**src/rtl/pss_pkg.sv**
```systemverilog
package pss_pkg;

  typedef enum logic [2:0] {
    ST_POR     = 3'd0,
    ST_ARM     = 3'd1,
    ST_IDLE    = 3'd2,
    ST_SETTLE  = 3'd3,
    ST_RUN     = 3'd4,
    ST_TRIP_TH = 3'd5,
    ST_TRIP_OC = 3'd6
  } pss_state_e;

  // positions of the raw flags inside the synchronizer vector
  localparam int unsigned FLG_STBY  = 0;
  localparam int unsigned FLG_TTRIP = 1;
  localparam int unsigned FLG_TCLR  = 2;
  localparam int unsigned FLG_OCP   = 3;
  localparam int unsigned FLG_VDD   = 4;
  localparam int unsigned FLG_VM    = 5;
  localparam int unsigned NUM_FLAGS = 6;

  // last counter value of the settle window; a zero request counts as one clock
  function automatic logic [31:0] settle_last(input logic [31:0] req);
    return (req == 32'd0) ? 32'd0 : req - 32'd1;
  endfunction

  function automatic logic state_pumps(input pss_state_e s);
    return (s == ST_SETTLE) || (s == ST_RUN);
  endfunction

endpackage

```
**src/rtl/pss_sync.sv**
```systemverilog
module pss_sync #(
  parameter int unsigned WIDTH  = 6,
  parameter int unsigned STAGES = 2
) (
  input  logic             clk,
  input  logic             rst_n,
  input  logic [WIDTH-1:0] d,
  output logic [WIDTH-1:0] q
);
  logic [WIDTH-1:0] pipe [STAGES];

  generate
    for (genvar s = 0; s < STAGES; s++) begin : g_stage
      if (s == 0) begin : g_first
        always_ff @(posedge clk or negedge rst_n) begin
          if (!rst_n) pipe[0] <= '0;
          else        pipe[0] <= d;
        end
      end else begin : g_next
        always_ff @(posedge clk or negedge rst_n) begin
          if (!rst_n) pipe[s] <= '0;
          else        pipe[s] <= pipe[s-1];
        end
      end
    end
  endgenerate

  assign q = pipe[STAGES-1];
endmodule

```
**src/rtl/pss_settle_timer.sv**
```systemverilog
module pss_settle_timer #(
  parameter int unsigned CNT_W = 16
) (
  input  logic             clk,
  input  logic             rst_n,
  input  logic             run,
  input  logic [CNT_W-1:0] limit,
  output logic             done
);
  import pss_pkg::*;

  logic [CNT_W-1:0] cnt_q;
  logic [CNT_W-1:0] last;

  assign last = CNT_W'(settle_last(32'(limit)));
  assign done = run && (cnt_q >= last);

  always_ff @(posedge clk or negedge rst_n) begin
    if (!rst_n)          cnt_q <= '0;
    else if (!run)       cnt_q <= '0;
    else if (!done)      cnt_q <= cnt_q + 1'b1;
  end

  AST_CNT_IDLE_ZERO: assert property (@(posedge clk) disable iff (!rst_n)
    !run |=> (cnt_q == '0));
  AST_CNT_ADVANCES: assert property (@(posedge clk) disable iff (!rst_n)
    (run && !done && $past(run)) |-> (cnt_q != '0));
endmodule

```
**src/rtl/pss_fsm.sv**
```systemverilog
module pss_fsm (
  input  logic                clk,
  input  logic                rst_n,
  input  logic                stby_s,
  input  logic                therm_trip_s,
  input  logic                therm_clear_s,
  input  logic                ocp_s,
  input  logic                pwr_good_s,
  input  logic                settle_done,
  output pss_pkg::pss_state_e state_q,
  output logic                settle_run,
  output logic                out_en,
  output logic                pump_run,
  output logic                prot_flag,
  output logic                ready
);
  import pss_pkg::*;

  pss_state_e state_d;
  logic       fault_any;
  logic       th_release;

  assign fault_any  = therm_trip_s || ocp_s || !pwr_good_s;
  assign th_release = !stby_s && therm_clear_s && !therm_trip_s;

  always_comb begin
    state_d = state_q;
    if (!pwr_good_s) begin
      state_d = ST_POR;
    end else if (therm_trip_s && state_q != ST_POR) begin
      state_d = ST_TRIP_TH;
    end else if (ocp_s && state_pumps(state_q)) begin
      state_d = ST_TRIP_OC;
    end else begin
      unique case (state_q)
        ST_POR:     state_d = ST_ARM;
        ST_ARM:     if (!stby_s) state_d = ST_IDLE;
        ST_IDLE:    if (stby_s)  state_d = ST_SETTLE;
        ST_SETTLE:  if (!stby_s) state_d = ST_IDLE;
                    else if (settle_done) state_d = ST_RUN;
        ST_RUN:     if (!stby_s) state_d = ST_IDLE;
        ST_TRIP_TH: if (th_release) state_d = ST_IDLE;
        ST_TRIP_OC: if (!stby_s) state_d = ST_IDLE;
        default:    state_d = ST_POR;
      endcase
    end
  end

  always_ff @(posedge clk or negedge rst_n) begin
    if (!rst_n) state_q <= ST_POR;
    else        state_q <= state_d;
  end

  assign settle_run = (state_q == ST_SETTLE);
  assign pump_run   = state_pumps(state_q);
  assign ready      = (state_q == ST_RUN);
  assign prot_flag  = (state_q == ST_TRIP_TH);
  assign out_en     = (state_q == ST_RUN) && !fault_any;

  AST_UV_TO_POR: assert property (@(posedge clk) disable iff (!rst_n)
    !pwr_good_s |=> (state_q == ST_POR));
  AST_STBY_LOW_STOPS: assert property (@(posedge clk) disable iff (!rst_n)
    (!stby_s && pump_run) |=> !pump_run);
  AST_RUN_AFTER_SETTLE: assert property (@(posedge clk) disable iff (!rst_n)
    (state_q == ST_RUN && $past(state_q) != ST_RUN) |-> $past(settle_done));
  AST_PROT_QUIET: assert property (@(posedge clk) disable iff (!rst_n)
    prot_flag |-> (!pump_run && !out_en));
  AST_TH_LATCH_HOLD: assert property (@(posedge clk) disable iff (!rst_n)
    (state_q == ST_TRIP_TH && pwr_good_s && !(!stby_s && therm_clear_s))
      |=> (state_q == ST_TRIP_TH));
  AST_OC_LATCH_HOLD: assert property (@(posedge clk) disable iff (!rst_n)
    (state_q == ST_TRIP_OC && pwr_good_s && stby_s && !therm_trip_s)
      |=> (state_q == ST_TRIP_OC));
  AST_FAULT_MASKS_EN: assert property (@(posedge clk) disable iff (!rst_n)
    (therm_trip_s || ocp_s || !pwr_good_s) |-> !out_en);
  AST_EN_NEEDS_PUMP: assert property (@(posedge clk) disable iff (!rst_n)
    out_en |-> (pump_run && ready));
endmodule

```
**src/rtl/pss_supervisor.sv**
```systemverilog
module pss_supervisor #(
  parameter int unsigned SYNC_STAGES = 2,
  parameter int unsigned CNT_W       = 16
) (
  input  logic             clk,
  input  logic             rst_n,
  input  logic [CNT_W-1:0] settle_cycles,
  input  logic             stby_in,
  input  logic             therm_trip_in,
  input  logic             therm_clear_in,
  input  logic             ocp_trip_in,
  input  logic             vdd_ok_in,
  input  logic             vm_ok_in,
  output logic             out_en,
  output logic             pump_run,
  output logic             prot_flag,
  output logic             ready
);
  import pss_pkg::*;

  logic [NUM_FLAGS-1:0] raw_flags;
  logic [NUM_FLAGS-1:0] sync_flags;
  logic                 pwr_good_s;
  logic                 settle_run;
  logic                 settle_done;
  pss_state_e           state_q;

  always_comb begin
    raw_flags            = '0;
    raw_flags[FLG_STBY]  = stby_in;
    raw_flags[FLG_TTRIP] = therm_trip_in;
    raw_flags[FLG_TCLR]  = therm_clear_in;
    raw_flags[FLG_OCP]   = ocp_trip_in;
    raw_flags[FLG_VDD]   = vdd_ok_in;
    raw_flags[FLG_VM]    = vm_ok_in;
  end

  pss_sync #(.WIDTH(NUM_FLAGS), .STAGES(SYNC_STAGES)) u_sync (
    .clk   (clk),
    .rst_n (rst_n),
    .d     (raw_flags),
    .q     (sync_flags)
  );

  assign pwr_good_s = sync_flags[FLG_VDD] && sync_flags[FLG_VM];

  pss_settle_timer #(.CNT_W(CNT_W)) u_timer (
    .clk   (clk),
    .rst_n (rst_n),
    .run   (settle_run),
    .limit (settle_cycles),
    .done  (settle_done)
  );

  pss_fsm u_fsm (
    .clk           (clk),
    .rst_n         (rst_n),
    .stby_s        (sync_flags[FLG_STBY]),
    .therm_trip_s  (sync_flags[FLG_TTRIP]),
    .therm_clear_s (sync_flags[FLG_TCLR]),
    .ocp_s         (sync_flags[FLG_OCP]),
    .pwr_good_s    (pwr_good_s),
    .settle_done   (settle_done),
    .state_q       (state_q),
    .settle_run    (settle_run),
    .out_en        (out_en),
    .pump_run      (pump_run),
    .prot_flag     (prot_flag),
    .ready         (ready)
  );

  AST_NO_PUMP_IN_POR: assert property (@(posedge clk) disable iff (!rst_n)
    (state_q == ST_POR) |-> (!pump_run && !out_en && !ready));
endmodule

```
**config.mk**
```make
export PLATFORM = sky130hd
export DESIGN_NAME = pss_supervisor
export DESIGN_NICKNAME = d
export VERILOG_FILES = /design/src/rtl/pss_pkg.sv /design/src/rtl/pss_sync.sv /design/src/rtl/pss_settle_timer.sv /design/src/rtl/pss_fsm.sv /design/src/rtl/pss_supervisor.sv
export SDC_FILE = /design/constraint.sdc
export NUM_CORES = 1
export LEC_CHECK = 0
export BUFFER_PORTS_ARGS = -buffer_cell sky130_fd_sc_hd__buf_4
export CORE_MARGIN = 5
export CORE_UTILIZATION = 40
export CTS_BUF_LIST = sky130_fd_sc_hd__clkbuf_16
export CTS_CLUSTER_SIZE = 24
export DETAILED_ROUTE_END_ITERATION = 6
export PLACE_DENSITY = 0.57
export SETUP_SLACK_MARGIN = 0.02
export SLEW_MARGIN = 40
export SYNTH_ARGS = -nofsm -noshare
export SYNTH_HDL_FRONTEND = slang
export SYNTH_SLANG_ARGS = --single-unit
export TNS_END_PERCENT = 10
```
**constraint.sdc**
```tcl
create_clock -name clk -period 2.9 [get_ports clk]
set_input_delay 0.145 -clock clk [delete_from_list [all_inputs] [get_ports clk]]
set_output_delay 0.145 -clock clk [all_outputs]
set_load 0.005 [all_outputs]
```
After elaboration in Yosys (flattened, before gate mapping)

Cells that the tools add are included.

Register bits after elaboration: 31
Input port bits: 24
Output and inout bits: 4
Word-level logic and storage cells: 49

$add $sub $neg: 2
$lt $le $gt $ge: 1
Eq/ne operators: 11
Multiplexer cells: 12
Reductions and logical operators: 19

Operators by type and width:

| kind                    | number |
|---|---|
| $mux W16                | 3 |
| $mux W3                 | 8 |
| $add A16 B1 Y16 const B | 1 |
| $ge A16 B16 Y1          | 1 |
| $logic_not A16 Y1       | 1 |
| $sub A16 B1 Y16 const B | 1 |
| $ne A5 B5 Y1 const B    | 3 |
| $pmux W3 S5             | 1 |
| $eq A3 B3 Y1 const B    | 3 |
| $logic_and A1 B1 Y1     | 7 |
| $eq A3 B2 Y1 const B    | 2 |
| $ne A6 B6 Y1 const B    | 1 |
| $logic_not A1 Y1        | 4 |
| $reduce_and A4 Y1       | 1 |
| $eq A3 B1 Y1 const B    | 1 |
| $logic_not A3 Y1        | 1 |
| $logic_or A1 B1 Y1      | 3 |
| $reduce_bool A3 Y1      | 1 |
| $reduce_or A3 Y1        | 1 |
| $ne A2 B2 Y1 const B    | 1 |

Longest topological paths before layout

Gate-level depths: netlist of run 1.

Depth in word-level cells: 10
Gate-level depth with buffers: 15
Gate-level depth less buffers: 13

By module

Synthesis of run 1 repeated with hierarchy kept, for this count alone.

Cells, all modules: 248
Area total of the unflattened synthesis: 2214.6 um^2

By module, submodules not included:

| module           | instances | cells an instance | area an instance (um^2) | sequential area each (um^2) |
|---|---|---|---|---|
| pss_settle_timer | 1         | 191               | 1557.7                  | 400.4 |
| pss_sync         | 1         | 18                | 345.3                   | 300.3 |
| pss_fsm          | 1         | 38                | 305.3                   | 75.1 |
| pss_supervisor   | 1         | 1                 | 6.3                     | 0.0 |

Worst setup path before layout of run 1

No wires, ideal clock.

Path type: input port to flip-flop
From: in settle_cycles[13]
To: reg u_timer.cnt_q[10]
Arrival: 2.972 ns
Required time: 2.822 ns
Setup slack: -0.150 ns
Cell stages on the path: 13
Path buffers: 2
Cells stage by stage: or4_1 -> nor2_1 -> nand4_1 -> clkbuf_1 -> nand2_1 -> ha_1 -> and4_1 -> a21o_1 -> a211oi_2 -> o21ai_2 -> buf_6 -> or4_1 -> a21oi_1

Longest elaborated chain between the ends: 5

Ends and longest elaborated chain:

| item                                                 | line                   | source |
|---|---|---|
| from (decl)                                          | pss_supervisor.sv:7    | `input logic [CNT_W-1:0] settle_cycles,` |
| $sub A16 B1 Y16 or $logic_not A16 Y1 (tied branches) | pss_pkg.sv:24          | `return (req == 32'd0) ? 32'd0 : req - 32'd1;` |
| $mux W16 (*)                                         | pss_pkg.sv:24          |  |
| $ge A16 B16 Y1 (*)                                   | pss_settle_timer.sv:16 | `assign done = run && (cnt_q >= last);` |
| $logic_and A1 B1 Y1 (*)                              | pss_settle_timer.sv:16 |  |
| $ne A2 B2 Y1 (no source line) (*)                    | n/a                    |  |
| to (signal assigned)                                 | pss_settle_timer.sv:21 | `else if (!done) cnt_q <= cnt_q + 1'b1;` |
| to (decl)                                            | pss_settle_timer.sv:12 | `logic [CNT_W-1:0] cnt_q;` |

Mark *: on every way between the ends. The rest lies on a longest branch, timed or not.
A chain may end at the register's enable or synchronous reset.

Worst setup path after layout of run 1

From: in settle_cycles[7]
To: reg u_timer.cnt_q[7]

Same word-level chain as after synthesis.

==> flow_summary_export.csv, run 1 <==
group,metric,value,unit
final_layout,final_cell_mix,"59 x buf_4, 31 x nand2_1, 31 x dfrtp_1",
clocking,root_buffer,"clkbuf_16",
clocking,clkSinkCount,31,
power_and_ir_drop,seqPwrFrac,41.1,%
timing,hold-worst-slack,0.341,ns
synthesis,netlist.area_leader.share,35.8,%
power_and_ir_drop,powerDensity,351,mW/mm^2
synthesis,synth_cell_types,39,
power_and_ir_drop,p_sw_share,24.4,%
timing,period_needed,3.01,ns
flow_run,max-cap-violations,0,
place,dp_worst_setup_slack,-0.426,ns
setup_path,arrival,3.20,ns
die,die-height,83.6,um
synthesis,synth_edf_count,0,
power_and_ir_drop,p_leak,1.44,nW
setup_path,cpPeakStageDelay,0.55,ns
clocking,cts_tree,"done",
place,placed_cells,369,
timing,clock_skew,0.00166,ns
hold_path,hp-class,"in -> async",
synthesis,yosysTopAreaCell,"dfrtp_1",
place,gp_routability_congestion,0.865,
outcome,status,"finished, violations left",
synthesis,ys_warn_count,0,
synthesis,syn_area_per_cell,8.66,sq um
outcome,violations,"setup timing",
timing,min_period_over_period,104,%
routing,drt_first_pass_iters,5,
final_layout,final_cells,394,
timing,finalHoldViolCount,0,
power_and_ir_drop,ir_drop,338,uV
die,die_width,83.6,um
routing,drt-wirelength-per-cell,14.0,um
power_and_ir_drop,share_comb_of_total_power,13.1,%
routing,num_vias,2110,
synthesis,synthArstFlopShare,100,%
synthesis,synth_ff_type,"dfrtp_1",
die,ioPinCount,28,
power_and_ir_drop,p_int,836,uW
timing,relSlewSlack,59.8,%
timing,setup_ws,-0.112,ns
synthesis,ys_ff_latch,31,
final_layout,final_util,60.9,%
global_route,antenna_found_initial,0,
setup_path,crit_required,3.09,ns
power_and_ir_drop,p_clk_share,45.8,%
setup_path,cp-start-kind,"input pin",
final_layout,drive_gt1_share,31.2,%
setup_path,critPathCaptureType,"register",
synthesis,yosysSeqAreaShare,35.8,%
synthesis,syn_inst,250,
timing,rsz0062_at_grt,"true",
routing,via_per_inst,5.36,
routing,drtIter0Drc,112,
routing,wl,5530,um
setup_path,crit_slowest_cell,"or4_4",
clocking,htreeDepth,2,
setup_path,crit_buf_inv,2,
die,rows,26,
final_layout,final_common_cell,"buf_4",
routing,drc_errors,0,
global_route,grt_pass1_vias,1929,
timing,fmax,0.332,GHz
timing,slew_violations,0,
setup_path,crit_type,"in -> reg",
clocking,clk_pin_slew_worst_paths,0.05,ns
synthesis,synthTopCellsByArea,"dfrtp_1 36%, ha_1 11%, nand2_1 5.5%, a21oi_1 4.9%, or4_1 4.9%",
die,core,0.00517,sq mm
final_layout,antennaDiodeCount,0,
timing,setup_viol,15,
global_route,overflow,0,
place,hpwl,3770,um
timing,tightestPinTransition,0.587,ns
global_route,grt_max_degree,32,
setup_path,cp_max_fo,7,
final_layout,finish.net_count,366,
clocking,clk_latency,0.28,ns
final_layout,area_delta_synth_final,45.4,%
place,io_buffers,27,
setup_path,crit_chain,"buf_4 > or4_4 > nor2_2 > xor2_1 > nand2_1 > ha_1 > and3_1 > o311a_1 > a211oi_4 > o21ai_4 > buf_12 > or4_4 > a21oi_2",
global_route,grt_pass1_wl,9200,um
die,dieArea,0.00698,sq mm
setup_path,path_delay_family,"simple AND/OR/NAND/NOR gates",
clocking,cts_buffer_depth,2,
routing,ant_nets,0,
synthesis,synth_fp_nets,293,
power_and_ir_drop,p_switching,270,uW
clocking,numCtsBuffers,5,
global_route,grt_usage,15.8,%
synthesis,synth_area,0.00216,sq mm
setup_path,crit_top_cell,"or4_4",
final_layout,fillers,452,
die,initial_core_util,41.8,%
## power groups by stage
stage          clock network, mW  registers (mW)  logic (mW)
2_1_floorplan                  0           0.457      0.0576
3_3_place_gp                   0           0.462       0.126
3_5_place_dp                   0           0.462       0.126
4_1_cts                    0.515           0.455       0.138
5_1_grt                    0.543           0.456       0.163
6_report                   0.506           0.455       0.145
## routing by layer
layer	up-vias	global-route usage, %	part of all wire [%]
met4	0	4.68	1.4
met2	42	22.6	45
met5	-	0	0
met3	11	3.46	3.7
li1	1081	-	-
met1	976	23.4	50
## path summary, 6_finish.rpt
path                                               start                             to  slack, ns  cells past startpoint
min in group clk               u_sync.pipe[10]$_DFF_PN0_          u_sync.q[4]$_DFF_PN0_       0.35                      0
hold reg to reg                u_sync.pipe[10]$_DFF_PN0_          u_sync.q[4]$_DFF_PN0_       0.35                      0
setup reg to reg           u_timer.cnt_q[10]$_DFFE_PN0P_   u_timer.cnt_q[7]$_DFFE_PN0P_       0.34                      8
setup / recovery                        settle_cycles[7]   u_timer.cnt_q[7]$_DFFE_PN0P_      -0.11                     13
hold / removal                                     rst_n  u_timer.cnt_q[13]$_DFFE_PN0P_       0.34                      2
max in group asynchronous                          rst_n   u_timer.cnt_q[2]$_DFFE_PN0P_       2.27                      2
## sequential cells by signal (all words and copies together), names as in the netlist
signal / flops
u_timer.cnt_q: 16
u_sync.q: 6
u_fsm.state_q: 3
u_sync.pipe: 6
## cell type report
| cell class | count | area (sq um) | area share, % |
|---|---|---|---|
| Inverter | 12 | 45.0 | 1.43 |
| Timing Repair Buffer | 74 | 649 | 20.6 |
| Tap cell | 70 | 87.6 | 2.78 |
| Sequential cell | 31 | 776 | 24.6 |
| Clock buffer | 5 | 125 | 3.97 |
| Clock inverter | 3 | 20.0 | 0.636 |
| Multi-Input combinational cell | 199 | 1450 | 45.9 |
## cells by family (layout without fill, tap and decap cells)
logic type                 Yosys count  after routing  share of synthesized area, %
DFF                                 31             31                          35.8
and+or+nand+nor                    111            111                          27.2
AOI/OAI and AO/OA                   57             57                          17.3
buffers and inverters               20             94                          3.82
adders and majority gates           19             19                          11.0
xor gates and xnor gates            12             12                          4.86
## through the flow
step | TNS, ns | total power [mW] | area [sq um]
2_1_floorplan | -0.659 | 0.514 | 2170
3_3_place_gp | -5.61 | 0.588 | 2660
3_5_place_dp | -5.77 | 0.588 | 2660
4_1_cts | -1.35 | 1.11 | 3020
5_1_grt | -3.33 | 1.16 | 3150
6_report | -0.942 | 1.11 | 3150
## cell usage after synthesis (2+ instances only)
master	number
a211oi_1	2
a21oi_1	21
and2_1	3
and3_1	4
and4_1	3
clkbuf_1	7
dfrtp_1	31
ha_1	19
inv_1	12
nand2_1	32
nand2b_1	2
nand3_1	16
nand4_1	3
nor2_1	10
nor3_1	9
nor3b_1	2
nor4_1	4
o211ai_1	3
o21ai_0	9
o311a_1	2
o31ai_1	10
or3_1	6
or4_1	14
xnor2_1	2
xor2_1	10
## what timing repair did
action	4_1_cts	5_1_grt
gates resized for setup	15	16
pin swaps	30	10
hold buffers	7	0
buffers inserted	2	6
endpoints found under the hold margin	37	0
cloned	2	0
endpoints found under the setup margin	13	19
Power figures use the tool's default switching activity.
==> run 2: changes to the inputs <==
--- a/config.mk
+++ b/config.mk
@@ -16,5 +16,6 @@
 export SLEW_MARGIN = 40
 export SYNTH_ARGS = -nofsm -noshare
 export SYNTH_HDL_FRONTEND = slang
+export SYNTH_HIERARCHICAL = 1
 export SYNTH_SLANG_ARGS = --single-unit
 export TNS_END_PERCENT = 10
==> flow_summary_export.csv, run 2 <==
group,metric,value,unit
outcome,status,"finished, violations left",
outcome,violations,"setup timing",
synthesis,netlist.area_leader.share,35.0,%
synthesis,ys_ff_latch,31,
clocking,htreeDepth,2,
synthesis,syn_inst,248,
synthesis,synth_top_family_by_area,"simple AND/OR/NAND/NOR gates",
die,dieArea,0.00713,sq mm
clocking,clkSinkCount,31,
routing,drtIter0Drc,106,
timing,setup_ws,-0.256,ns
final_layout,largest_register_ffs,16,
final_layout,final_cell_mix,"52 x buf_4, 34 x nand2_1, 31 x dfrtp_1",
timing,slew_violations,0,
power_and_ir_drop,ir_drop,285,uV
synthesis,synthAdderAreaFrac,10.7,%
routing,drt_first_pass_iters,4,
synthesis,yosysMostFrequentCell,"nand2_1",
power_and_ir_drop,p_clk_share,45.7,%
final_layout,final_util,55.3,%
place,io_buffers,27,
die,die-height,84.4,um
synthesis,synthArstFlopShare,100,%
clocking,clk_pin_slew_worst_paths,0.05,ns
die,die_width,84.4,um
synthesis,synth_compound_area_share,14.4,%
setup_path,r2r_end,"u_fsm/state_q[1]$_DFFE_PN0P_",
timing,tightestPinTransition,0.560,ns
final_layout,finish.net_count,347,
place,placed_area,0.00269,sq mm
setup_path,critPathCaptureType,"register",
timing,fmax,0.317,GHz
clocking,cts_tree,"done",
flow_run,max-cap-violations,0,
routing,num_vias,1982,
die,rows,27,
synthesis,yosys.area_share.simple,27.7,%
hold_path,hp-class,"in -> async",
global_route,grt_usage,14.8,%
setup_path,arrival,3.31,ns
synthesis,yosysTopAreaCell,"dfrtp_1",
routing,ant_nets,0,
setup_path,worstSetupEndpoint,"u_fsm/state_q[2]$_DFFE_PN0P_",
power_and_ir_drop,p_switching,263,uW
global_route,grt_pass1_wl,8720,um
die,ioPinCount,28,
global_route,antenna_found_initial,0,
routing,via_per_inst,5.26,
timing,setup_viol,17,
final_layout,drive_gt1_share,29.8,%
timing,min_period_over_period,109,%
final_layout,antennaDiodeCount,0,
global_route,overflow,0,
clocking,clk_latency,0.27,ns
setup_path,r2r_slack,0.41,ns
clocking,cts_buffer_depth,2,
die,core,0.00544,sq mm
routing,drc_errors,0,
power_and_ir_drop,powerDensity,366,mW/mm^2
timing,clock_skew,0.00471,ns
final_layout,design_area,0.00301,sq mm
final_layout,area_delta_synth_final,35.9,%
final_layout,final_common_cell,"buf_4",
synthesis,synth_commonest_cells,"36 x nand2_1, 31 x dfrtp_1, 22 x a21oi_1, 19 x ha_1, 15 x nor2_1",
power_and_ir_drop,seqPwrFrac,41.1,%
synthesis,ys_warn_count,6,
setup_path,startpoint,"settle_cycles[11]",
synthesis,synth_fp_nets,291,
power_and_ir_drop,p_leak,1.31,nW
setup_path,cp_max_fo,3,
place,hpwl,3640,um
power_and_ir_drop,share_comb_of_total_power,13.2,%
setup_path,ff2ff_path_depth,8,
place,gp_routability_congestion,0.793,
synthesis,synth_area,0.00221,sq mm
timing,finalHoldViolCount,0,
synthesis,synth_xor_area_share,5.14,%
setup_path,cp-start-kind,"input pin",
die,initial_core_util,40.7,%
setup_path,r2r-start,"u_timer/cnt_q[13]$_DFFE_PN0P_",
clocking,postCtsSetupBuffers,0,
final_layout,fillers,501,
setup_path,crit_required,3.06,ns
synthesis,synthTopCellsByArea,"dfrtp_1 35%, ha_1 11%, nand2_1 6.1%, a21oi_1 5.0%, xor2_1 4.0%",
synthesis,synth_ff_type,"dfrtp_1",
synthesis,syn_area_per_cell,8.93,sq um
global_route,grt_pass1_vias,1948,
routing,drt-wirelength-per-cell,13.1,um
synthesis,synth_edf_count,0,
power_and_ir_drop,p_total,1.10,mW
setup_path,crit_type,"in -> reg",
routing,wl,4950,um
synthesis,synthMuxAreaShare,1.58,%
final_layout,regMostFlops,"u_timer/cnt_q",
timing,rsz0062_at_grt,"true",
timing,hold-worst-slack,0.330,ns
synthesis,synth_cell_types,45,
synthesis,yosysSeqAreaShare,35.0,%
power_and_ir_drop,p_sw_share,23.9,%
global_route,grt_max_degree,32,
timing,period_needed,3.16,ns
power_and_ir_drop,p_int,838,uW
timing,relSlewSlack,62.6,%
clocking,numCtsBuffers,5,
clocking,root_buffer,"clkbuf_16",
run 2: changes by cell type after synthesis, sizes merged, moves of 3 or more:
cell / change
nor4b: +4
nor2: +5
nand2: +4
inv: -3
clkbuf: -4
or4: -5
buf: +9
nand3: -10
nand2b: +4
and3: -3
o211ai: -3
run 2: final cells by class:
| class | count | area, sq um | share of cell area [%] |
|---|---|---|---|
| flip-flops and latches | 31 | 776 | 25.8 |
| inverters | 9 | 33.8 | 1.12 |
| multi-input cells | 195 | 1460 | 48.6 |
| well taps | 72 | 90.1 | 2.99 |
| clock buffers | 5 | 125 | 4.16 |
| repair buffers | 62 | 503 | 16.7 |
| clock inverters | 3 | 20.0 | 0.665 |
run 2: power by group through the flow:
stage / Sequential, mW / Combinational [mW] / Clock [mW]
floorplan: 0.455 / 0.0674 / 0
global placement: 0.460 / 0.128 / 0
detailed placement: 0.460 / 0.130 / 0
CTS: 0.452 / 0.141 / 0.520
global route: 0.454 / 0.163 / 0.544
finish: 0.453 / 0.145 / 0.502
run 2: kinds of logic after synthesis:
logic type	after synthesis
and+or+nand+nor	110
AOI/OAI and AO/OA	50
DFF	31
buffers and inverters	22
adders and majority gates	19
xor gates and xnor gates	13
muxes	3
run 2: worst min-delay path by stage:
stage                             start                           end  slack, ns  cells after the start
2_1_floorplan                     rst_n  u_fsm/state_q[0]$_DFFE_PN0P_      -0.15                      0
3_3_place_gp                      rst_n  u_timer/cnt_q[8]$_DFFE_PN0P_        0.1                      1
3_5_place_dp                      rst_n  u_timer/cnt_q[8]$_DFFE_PN0P_       0.10                      1
4_1_cts                           rst_n  u_timer/cnt_q[8]$_DFFE_PN0P_       0.35                      2
5_1_grt        u_sync/pipe[7]$_DFF_PN0_         u_sync/q[1]$_DFF_PN0_       0.35                      0
6_report                          rst_n  u_timer/cnt_q[8]$_DFFE_PN0P_       0.33                      2
run 2: metrics by stage:
stage | instances | setup slack, ns | TNS, ns
floorplan | 248 | -0.399 | -4.95
global placement | 362 | -0.548 | -8.58
detailed placement | 362 | -0.575 | -8.78
CTS | 377 | -0.262 | -2.64
global route | 377 | -0.386 | -5.68
finish | 377 | -0.256 | -3.34
run 2: per-layer routing:
| layer | global-route usage (%) | share of wire [%] | vias to the layer above |
|---|---|---|---|
| met5 | 0 | 0 | - |
| met3 | 3.43 | 2.5 | 2 |
| met4 | 4.03 | 0.24 | 0 |
| met2 | 24.3 | 50 | 17 |
| li1 | - | - | 1007 |
| met1 | 19.6 | 48 | 956 |
run 2: worst max-delay path, cell delays in order:
cell	delay, ns
buf_4	0.11
or4_4	0.57
nor4b_4	0.25
nand4b_1	0.19
and2_1	0.20
ha_1	0.26
nand2b_4	0.15
a2111oi_4	0.33
or4b_4	0.19
a31oi_2	0.09
nor4b_2	0.29
o221ai_2	0.15
buf_4	0.17
o221a_1	0.23
run 2: timing repair:
| item | in CTS | in global routing |
|---|---|---|
| pin swaps | 24 | 9 |
| gates resized for setup | 6 | 15 |
| endpoints found under the setup margin | 17 | 19 |
| hold buffers | 7 | 0 |
| endpoints found under the hold margin | 37 | 0 |
| cloned | 0 | 0 |
